--- src/rtl/dmc_pkg.sv ---
`timescale 1ns/1ps
package dmc_pkg;
  localparam int BYTE_W = 8;
  localparam int WORD_W = 32;

  typedef enum logic [2:0] {
    ST_IDLE,
    ST_COMPARE,
    ST_WRITEBACK,
    ST_REFILL,
    ST_RETRY,
    ST_THROUGH
  } dmc_state_e;
endpackage

--- src/rtl/dmc_tag_store.sv ---
`timescale 1ns/1ps
module dmc_tag_store #(
  parameter int IDX_W = 2,
  parameter int TAG_W = 3
) (
  input  logic             clk,
  input  logic             rst_n,
  input  logic [IDX_W-1:0] idx,
  output logic             rd_valid,
  output logic             rd_dirty,
  output logic [TAG_W-1:0] rd_tag,
  input  logic             fill_en,
  input  logic [TAG_W-1:0] fill_tag,
  input  logic             dirty_set
);
  localparam int LINES = 1 << IDX_W;

  logic [LINES-1:0] valid_q;
  logic [LINES-1:0] dirty_q;
  logic [TAG_W-1:0] tag_q [LINES];

  for (genvar i = 0; i < LINES; i++) begin : g_line
    always_ff @(posedge clk) begin
      if (!rst_n) begin
        valid_q[i] <= 1'b0;
        dirty_q[i] <= 1'b0;
      end else if (idx == IDX_W'(i)) begin
        if (fill_en) begin
          valid_q[i] <= 1'b1;
          dirty_q[i] <= 1'b0;
        end else if (dirty_set) begin
          dirty_q[i] <= 1'b1;
        end
      end
    end

    always_ff @(posedge clk) begin
      if (fill_en && idx == IDX_W'(i)) tag_q[i] <= fill_tag;
    end
  end

  assign rd_valid = valid_q[idx];
  assign rd_dirty = dirty_q[idx];
  assign rd_tag   = tag_q[idx];
endmodule

--- src/rtl/dmc_data_store.sv ---
`timescale 1ns/1ps
module dmc_data_store #(
  parameter int IDX_W = 2,
  parameter int OFF_W = 3
) (
  input  logic                   clk,
  input  logic [IDX_W-1:0]       idx,
  output logic [(8<<OFF_W)-1:0]  rd_line,
  input  logic                   fill_en,
  input  logic [(8<<OFF_W)-1:0]  fill_line,
  input  logic                   byte_en,
  input  logic [OFF_W-1:0]       byte_sel,
  input  logic [7:0]             byte_val
);
  localparam int LINES  = 1 << IDX_W;
  localparam int LINE_W = 8 << OFF_W;

  logic [LINE_W-1:0] line_q [LINES];

  always_ff @(posedge clk) begin
    if (fill_en)      line_q[idx] <= fill_line;
    else if (byte_en) line_q[idx][byte_sel*8 +: 8] <= byte_val;
  end

  assign rd_line = line_q[idx];
endmodule

--- src/rtl/dm_cache_ctrl.sv ---
`timescale 1ns/1ps
module dm_cache_ctrl
  import dmc_pkg::*;
#(
  parameter int ADDR_W      = 8,
  parameter int IDX_W       = 2,
  parameter int OFF_W       = 3,
  parameter bit WRITE_ALLOC = 1'b1,
  parameter bit WRITE_BACK  = 1'b1
) (
  input  logic                      clk,
  input  logic                      rst_n,
  input  logic                      cpu_req,
  input  logic                      cpu_we,
  input  logic [ADDR_W-1:0]         cpu_addr,
  input  logic [7:0]                cpu_wbyte,
  output logic [31:0]               cpu_rdata,
  output logic                      cpu_stall,
  output logic                      mem_req,
  output logic                      mem_we,
  output logic [ADDR_W-OFF_W-1:0]   mem_addr,
  output logic [(8<<OFF_W)-1:0]     mem_wdata,
  output logic [(1<<OFF_W)-1:0]     mem_wstrb,
  input  logic [(8<<OFF_W)-1:0]     mem_rdata,
  input  logic                      mem_ready
);
  localparam int TAG_W      = ADDR_W - IDX_W - OFF_W;
  localparam int BLK_W      = ADDR_W - OFF_W;
  localparam int LINE_BYTES = 1 << OFF_W;
  localparam int LINE_W     = 8 * LINE_BYTES;
  localparam int WSEL_W     = OFF_W - 2;

  function automatic logic [TAG_W-1:0] tag_of(input logic [ADDR_W-1:0] a);
    return a[ADDR_W-1 -: TAG_W];
  endfunction

  function automatic logic [IDX_W-1:0] idx_of(input logic [ADDR_W-1:0] a);
    return a[OFF_W +: IDX_W];
  endfunction

  function automatic logic [BLK_W-1:0] blk_of(input logic [ADDR_W-1:0] a);
    return a[ADDR_W-1:OFF_W];
  endfunction

  function automatic logic [WORD_W-1:0] word_of(input logic [LINE_W-1:0] line,
                                                input logic [ADDR_W-1:0] a);
    logic [WSEL_W-1:0] sel;
    sel = a[OFF_W-1:2];
    return line[sel*WORD_W +: WORD_W];
  endfunction

  function automatic logic [LINE_BYTES-1:0] strobe_of(input logic [ADDR_W-1:0] a);
    return LINE_BYTES'(1) << a[OFF_W-1:0];
  endfunction

  dmc_state_e state_q, state_d;

  logic             line_valid, line_dirty;
  logic [TAG_W-1:0] line_tag;
  logic [LINE_W-1:0] line_data;

  // Named internal events, observed by the bound checker
  logic lookup_hit;
  logic lookup_miss;
  logic fill_done;
  logic access_done;
  logic byte_wr;

  wire [IDX_W-1:0] cur_idx = idx_of(cpu_addr);
  wire [TAG_W-1:0] cur_tag = tag_of(cpu_addr);

  assign lookup_hit  = (state_q == ST_COMPARE) && line_valid && (line_tag == cur_tag);
  assign lookup_miss = (state_q == ST_COMPARE) && !(line_valid && (line_tag == cur_tag));
  assign fill_done   = (state_q == ST_REFILL) && mem_ready;
  assign byte_wr     = lookup_hit && cpu_we;
  assign access_done = (lookup_hit && (!cpu_we || WRITE_BACK)) ||
                       ((state_q == ST_THROUGH) && mem_ready);

  dmc_tag_store #(.IDX_W(IDX_W), .TAG_W(TAG_W)) u_tags (
    .clk       (clk),
    .rst_n     (rst_n),
    .idx       (cur_idx),
    .rd_valid  (line_valid),
    .rd_dirty  (line_dirty),
    .rd_tag    (line_tag),
    .fill_en   (fill_done),
    .fill_tag  (cur_tag),
    .dirty_set (byte_wr && WRITE_BACK)
  );

  dmc_data_store #(.IDX_W(IDX_W), .OFF_W(OFF_W)) u_data (
    .clk       (clk),
    .idx       (cur_idx),
    .rd_line   (line_data),
    .fill_en   (fill_done),
    .fill_line (mem_rdata),
    .byte_en   (byte_wr),
    .byte_sel  (cpu_addr[OFF_W-1:0]),
    .byte_val  (cpu_wbyte)
  );

  always_comb begin
    state_d = state_q;
    unique case (state_q)
      ST_IDLE:      if (cpu_req) state_d = ST_COMPARE;
      ST_COMPARE: begin
        if (lookup_hit) begin
          state_d = (cpu_we && !WRITE_BACK) ? ST_THROUGH : ST_IDLE;
        end else if (cpu_we && !WRITE_ALLOC) begin
          state_d = ST_THROUGH;
        end else if (WRITE_BACK && line_valid && line_dirty) begin
          state_d = ST_WRITEBACK;
        end else begin
          state_d = ST_REFILL;
        end
      end
      ST_WRITEBACK: if (mem_ready) state_d = ST_REFILL;
      ST_REFILL:    if (mem_ready) state_d = ST_RETRY;
      ST_RETRY:     state_d = ST_COMPARE;
      ST_THROUGH:   if (mem_ready) state_d = ST_IDLE;
      default:      state_d = ST_IDLE;
    endcase
  end

  always_ff @(posedge clk) begin
    if (!rst_n) state_q <= ST_IDLE;
    else        state_q <= state_d;
  end

  wire evict = (state_q == ST_WRITEBACK);

  assign mem_req   = evict || (state_q == ST_REFILL) || (state_q == ST_THROUGH);
  assign mem_we    = (state_q != ST_REFILL);
  assign mem_addr  = evict ? {line_tag, cur_idx} : blk_of(cpu_addr);
  assign mem_wdata = evict ? line_data : {LINE_BYTES{cpu_wbyte}};
  assign mem_wstrb = evict ? {LINE_BYTES{1'b1}} : strobe_of(cpu_addr);

  assign cpu_rdata = word_of(line_data, cpu_addr);
  assign cpu_stall = cpu_req && !access_done;
endmodule

--- config.mk ---
export PLATFORM = sky130hd
export DESIGN_NAME = dm_cache_ctrl
export DESIGN_NICKNAME = d
export VERILOG_FILES = /design/src/rtl/dmc_pkg.sv /design/src/rtl/dmc_tag_store.sv /design/src/rtl/dmc_data_store.sv /design/src/rtl/dm_cache_ctrl.sv
export SDC_FILE = /design/constraint.sdc
export NUM_CORES = 1
export LEC_CHECK = 0
export BUFFER_PORTS_ARGS = -buffer_cell sky130_fd_sc_hd__clkbuf_2
export CORE_ASPECT_RATIO = 0.9
export CORE_MARGIN = 1
export CORE_UTILIZATION = 57
export CTS_BUF_LIST = sky130_fd_sc_hd__clkbuf_16
export DETAILED_ROUTE_END_ITERATION = 8
export GPL_ROUTABILITY_DRIVEN = 0
export PLACE_DENSITY = 0.8
export SLEW_MARGIN = 15
export SYNTH_ARGS = -nofsm -noshare
export SYNTH_HDL_FRONTEND = slang
export SYNTH_SLANG_ARGS = --single-unit
--- constraint.sdc ---
create_clock -name clk -period 4.98 [get_ports clk]
set_input_delay 0.747 -clock clk [delete_from_list [all_inputs] [get_ports clk]]
set_output_delay 0.747 -clock clk [all_outputs]
set_load 0.02 [all_outputs]
==> results of run 1 <==
-- critical path: stages (launching register included) --
cell      delay [ps]
dfxtp_1          440
nor2b_1          410
nor2b_4          770
buf_4            520
nand2_1          110
nand2_1          140
clkbuf_2         200
-- flip-flops by register name, indices dropped and copies added (netlist names) --
signal,flops
u_tags.dirty_q,4
u_tags.valid_q,4
u_data.line_q,256
state_q,3
u_tags.tag_q,12
-- how the worst max path moves through the flow --
stage | end | cells past startpoint | slack, ps | startpoint
2_1_floorplan | u_data.line_q[0][48] | 9 | 1210 | cpu_addr[3]
3_3_place_gp | u_data.line_q[0][16] | 8 | 920 | cpu_addr[3]
3_5_place_dp | u_data.line_q[3][16] | 8 | 860 | cpu_addr[3]
4_1_cts | mem_wdata[18] | 6 | 1120 | state_q[1]
5_1_grt | mem_wdata[18] | 6 | 890 | state_q[1]
6_report | mem_wdata[57] | 6 | 1060 | state_q[1]
-- synthesized netlist by cell type --
master	n	area share, %
o21a_1	1	0.059
edfxtp_1	268	64
nand2b_1	6	0.30
or4_1	2	0.12
or3_1	2	0.099
nand2_1	275	8.2
nand4_1	6	0.30
nor2b_1	6	0.30
a22oi_1	1	0.059
a211o_1	1	0.069
mux4_2	68	12
inv_1	22	0.65
clkinv_1	1	0.030
buf_2	3	0.12
nor3b_1	1	0.059
o21ai_0	7	0.28
xor2_1	2	0.14
nor4_2	3	0.30
o211ai_1	1	0.059
or4_4	1	0.089
a21oi_1	16	0.63
nand3b_1	3	0.18
nor4bb_1	1	0.079
mux2i_1	16	1.3
ha_1	6	0.59
nor4b_1	1	0.069
buf_1	9	0.27
nor2_1	32	0.95
mux2_2	42	3.7
nand4b_1	2	0.14
buf_6	2	0.18
buf_4	2	0.12
mux2_4	6	0.71
xor2_2	1	0.13
clkbuf_1	34	1.0
nand3_1	5	0.20
nor2_2	1	0.050
dfxtp_1	11	1.7
a21o_1	2	0.12
and4b_1	1	0.079
o32ai_1	4	0.28
or2_2	1	0.050
and3_1	10	0.49
-- final cells by class --
type                       instances  area (um^2)  share of cell area (%)
clock buffer                      29          726                    4.86
clock inverter                    18          159                    1.06
inverter                          23         86.3                   0.578
multi-input combinational        533         4090                    27.4
sequential                       279         8270                    55.4
tap                              291          364                    2.44
timing repair buffer             230         1240                    8.30
-- kinds of logic (layout without fill, tap and decap cells) --
logic type / Yosys count / in the layout / synth area share (%)
AND/OR/NAND/NOR: 359 / 359 / 12.0
flip-flops: 279 / 279 / 65.4
multiplexers: 132 / 132 / 17.8
buffers and inverters: 73 / 300 / 2.37
AO/OA/AOI/OAI: 33 / 33 / 1.55
adder cells (fa/ha/maj): 6 / 6 / 0.594
XOR/XNOR: 3 / 3 / 0.267
-- routing by layer --
| layer | wire (um) | share of wire, % | global-route usage (%) |
|---|---|---|---|
| met1 | 12500 | 37 | 38.5 |
| met2 | 16300 | 48 | 50.3 |
| met3 | 3760 | 11 | 7.24 |
| met4 | 1220 | 3.6 | 11.6 |
| met5 | 0 | 0 | 0 |
-- where the power goes --
group	internal (mW)	switching [mW]
Sequential	2.62	0.0289
Combinational	0.386	0.928
Clock	1.20	0.833
Total	4.20	1.79
-- stage by stage --
step / power (mW) / cells / instance area, um^2 / setup slack (ps) / utilization, %
5_1_grt: 6.19 / 1403 / 14900 / 885 / 68.8
3_3_place_gp: 3.97 / 1356 / 14000 / 919 / 64.7
2_1_floorplan: 3.49 / 885 / 12600 / 1210 / -
4_1_cts: 6.00 / 1403 / 14900 / 1120 / 68.8
3_5_place_dp: 3.99 / 1356 / 14000 / 860 / 64.7
6_report: 5.99 / 1403 / 14900 / 1060 / 68.8
==> results.ini, run 1 <==
[run_status]
status=finished, final reports clean

[timing]
maxSlewHeadroom_pct=29.9
max_freq_ghz=0.255
rsz0062_at_grt=no
post-route-min-period_ps=3920
skew_ps=8.19
post-route-period-util_pct=78.7
hold_violations=0
maxSlewViolCount=0
setup_violations=0
setup_tns_ps=0
fin_worst_hold_slack_ps=479
max_slew.worst_pin.slew_ps=1050

[route]
drt_iter0_markers=699
drc=0
drtPass1Iterations=5
ant_nets=0
via_per_inst=6.03
wl_per_cell_um=24.1
vias=8462
routed_wl_mm=33.8

[global_routing]
antenna_found_initial=0
grt_start_max_net_pins=41
first_global_vias=8222
gr-total-overflow=0
grt_pass1_wl_mm=49.5
grtUsageTotal_pct=30.0

[layout]
fillCellCount=1469
layout_common_cells=275 x nand2_1, 268 x edfxtp_1, 194 x clkbuf_2
drive_gt1_share_pct=35.2
area_growth_pct=18.0
mostFrequentLayoutCell=nand2_1
antennaDiodeCount=0
nets=1186

[placement]
port_buffers=196
dp_hpwl_mm=22.7

[clock_tree]
clock_sinks=279
cts-resized-gates=0
cts_hold_buf=0
numCtsBuffers=28
clockBufferDepth=3
clk_pin_slew_ps=70
cts-root-buf=clkbuf_16
cts_tree=built
post_cts_buffers=0
clkLatencyLatePin_ps=530
htreeDepth=1

[synth]
synth_area_um2=12600
synth-seq-area-share_pct=65.4
ys_ff_latch=279
syn_inst=885
avgSynthCellArea_um2=14.3
synth_cell_types=43
syn-num-nets=976
yosys_warnings=0

[critical_path]
timing.rr.start=u_tags.tag_q[0][2]
worstReg2RegEnd=u_data.line_q[0][17]
worstPathRequired_ps=4230
reg2reg_slack_ps=1580
cp.arrival_ps=3170
path_max_fanout=36
critPathLaunchType=flip-flop
worstSetupEndpointType=output pin
rr_worst_depth=6
worstSetupPathType=reg -> out

[hold_path]
worstHoldStart=u_tags.dirty_q[2]
hp-class=reg -> reg
holdPathEnd=u_tags.dirty_q[2]
holdPathStages=2

[floorplan]
die-area_um2=22800
top_level_ports=197
initial_core_util_pct=58.3
dieHeight_um=143
die_x_um=159
coreArea_um2=21700
core.rowCount=51

[run]
cap_viol_max_count=0

[power_and_ir_drop]
vdd_drop_max_mv=0.312
cellPowerDensity_nw_per_um2=401
p_leak_nw=5.80

Power figures use the tool's default switching activity.
==> run 2: changes to the inputs <==
==> constraint.sdc (replaced) <==
create_clock -name clk -period 3.7 [get_ports clk]
set_input_delay 0.555 -clock clk [delete_from_list [all_inputs] [get_ports clk]]
set_output_delay 0.555 -clock clk [all_outputs]
set_load 0.02 [all_outputs]
==> results.ini, run 2 (same netlist as run 1, synthesis figures left out) <==
[placement]
dp_cells=1380
dp_hpwl_mm=22.4
placed_area_um2=14200
port_buffers=196
pre_cts_slack_ps=122

[route]
met1Wirelength_mm=12.9
highest_layer=met4
routed_wl_mm=32.9
drtPass1Iterations=4
wl_per_cell_um=23.1
drc=0
via_per_inst=5.94
route.met3.wl_mm=3.12
drt_iter0_markers=811
ant_nets=0
vias=8490
wl_met2_mm=15.7

[timing]
maxSlewHeadroom_pct=52.1
max_slew.worst_pin.slew_ps=719
post-route-period-util_pct=87.8
hold_violations=0
setup_slack_ps=452
setup_violations=0
max_freq_ghz=0.308
maxSlewViolCount=0
fin_worst_hold_slack_ps=317
skew_ps=9.93
setup_tns_ps=0
rsz0062_at_grt=no
post-route-min-period_ps=3250

[layout]
fin_area_um2=15100
nets=1209
post-route-util_pct=69.5
layout_common_cells=275 x nand2_1, 268 x edfxtp_1, 194 x clkbuf_2
largest_reg_flops=256
area_growth_pct=19.2
mostFrequentLayoutCell=nand2_1
largest_register=u_data.line_q
drive_gt1_share_pct=36.4
layout.cells.non_filler=1429
antennaDiodeCount=0
largest_registers=u_data.line_q: 256 flops, u_tags.tag_q: 12 flops

[global_routing]
grtUsageTotal_pct=29.4
grt_start_max_net_pins=41
grt_pass1_wl_mm=48.7
first_global_vias=8223
antenna_found_initial=0
gr-total-overflow=0

[floorplan]
die-area_um2=22800
die_x_um=159
dieHeight_um=143
core.rowCount=51
coreArea_um2=21700
initial_core_util_pct=58.3
top_level_ports=197

[clock_tree]
htreeDepth=1
post_cts_buffers=0
clk_pin_slew_ps=60
cts_hold_buf=0
clkLatencyLatePin_ps=530
cts-resized-gates=0
cts-root-buf=clkbuf_16
clock_sinks=279
numCtsBuffers=27
cts_tree=built
clockBufferDepth=3

[power_and_ir_drop]
pwr-share-comb_pct=22.4
switching_share_pct=30.0
power_mw=7.99
cellPowerDensity_nw_per_um2=530
switchingPower_mw=2.40
p_leak_nw=5.91
vdd_drop_max_mv=0.310
sequentialPowerShare_pct=44.6
pwr-share-clk_pct=33.1
internal_power_mw=5.60

[critical_path]
path_max_fanout=12
worstPathRequired_ps=3940
worstSetupEndpointType=flip-flop
rr_worst_depth=6
critPathLaunchType=flip-flop
worstSetupPathType=reg -> reg
cp.arrival_ps=3490

[run_status]
status=finished, final reports clean

[run]
cap_viol_max_count=0

[hold_path]
holdPathStages=1
hp-class=in -> reg

[run 2: power groups by stage]
stage          clock [mW]  sequential, mW  combinational (mW)
2_1_floorplan           0            3.61                1.09
3_3_place_gp            0            3.63                1.74
3_5_place_dp            0            3.63                1.76
4_1_cts              2.66            3.56                1.77
5_1_grt              2.78            3.57                1.91
6_report             2.64            3.56                1.79
[run 2: cell type report]
| type | count | area (um^2) |
|---|---|---|
| repair buffers | 254 | 1420 |
| fillers | 1481 | 6620 |
| clock inverters | 22 | 179 |
| inverters | 23 | 86.3 |
| multi-input cells | 533 | 4090 |
| well taps | 291 | 364 |
| clock buffers | 27 | 676 |
| flip-flops and latches | 279 | 8270 |
[run 2: path summary, 6_finish.rpt]
check                      from                   end  slack (ps)
max          u_tags.tag_q[0][2]  u_data.line_q[3][17]         450
min                 cpu_addr[7]    u_tags.tag_q[2][2]         320
max reg2reg  u_tags.tag_q[0][2]  u_data.line_q[3][17]         450
min reg2reg   u_tags.dirty_q[0]     u_tags.dirty_q[0]         480
[run 2: layer usage]
metal / up-vias / global-route usage [%]
met5: - / 0
li1: 3725 / -
met2: 492 / 48.1
met3: 80 / 5.22
met4: 0 / 11.2
met1: 4193 / 40.1
[run 2: critical path, cell delays in order, from the launching register on]
cell      delay [ps]
edfxtp_1         370
mux4_2           490
xor2_1           220
or4_1            660
or3_1            670
a21oi_1          330
buf_4            220
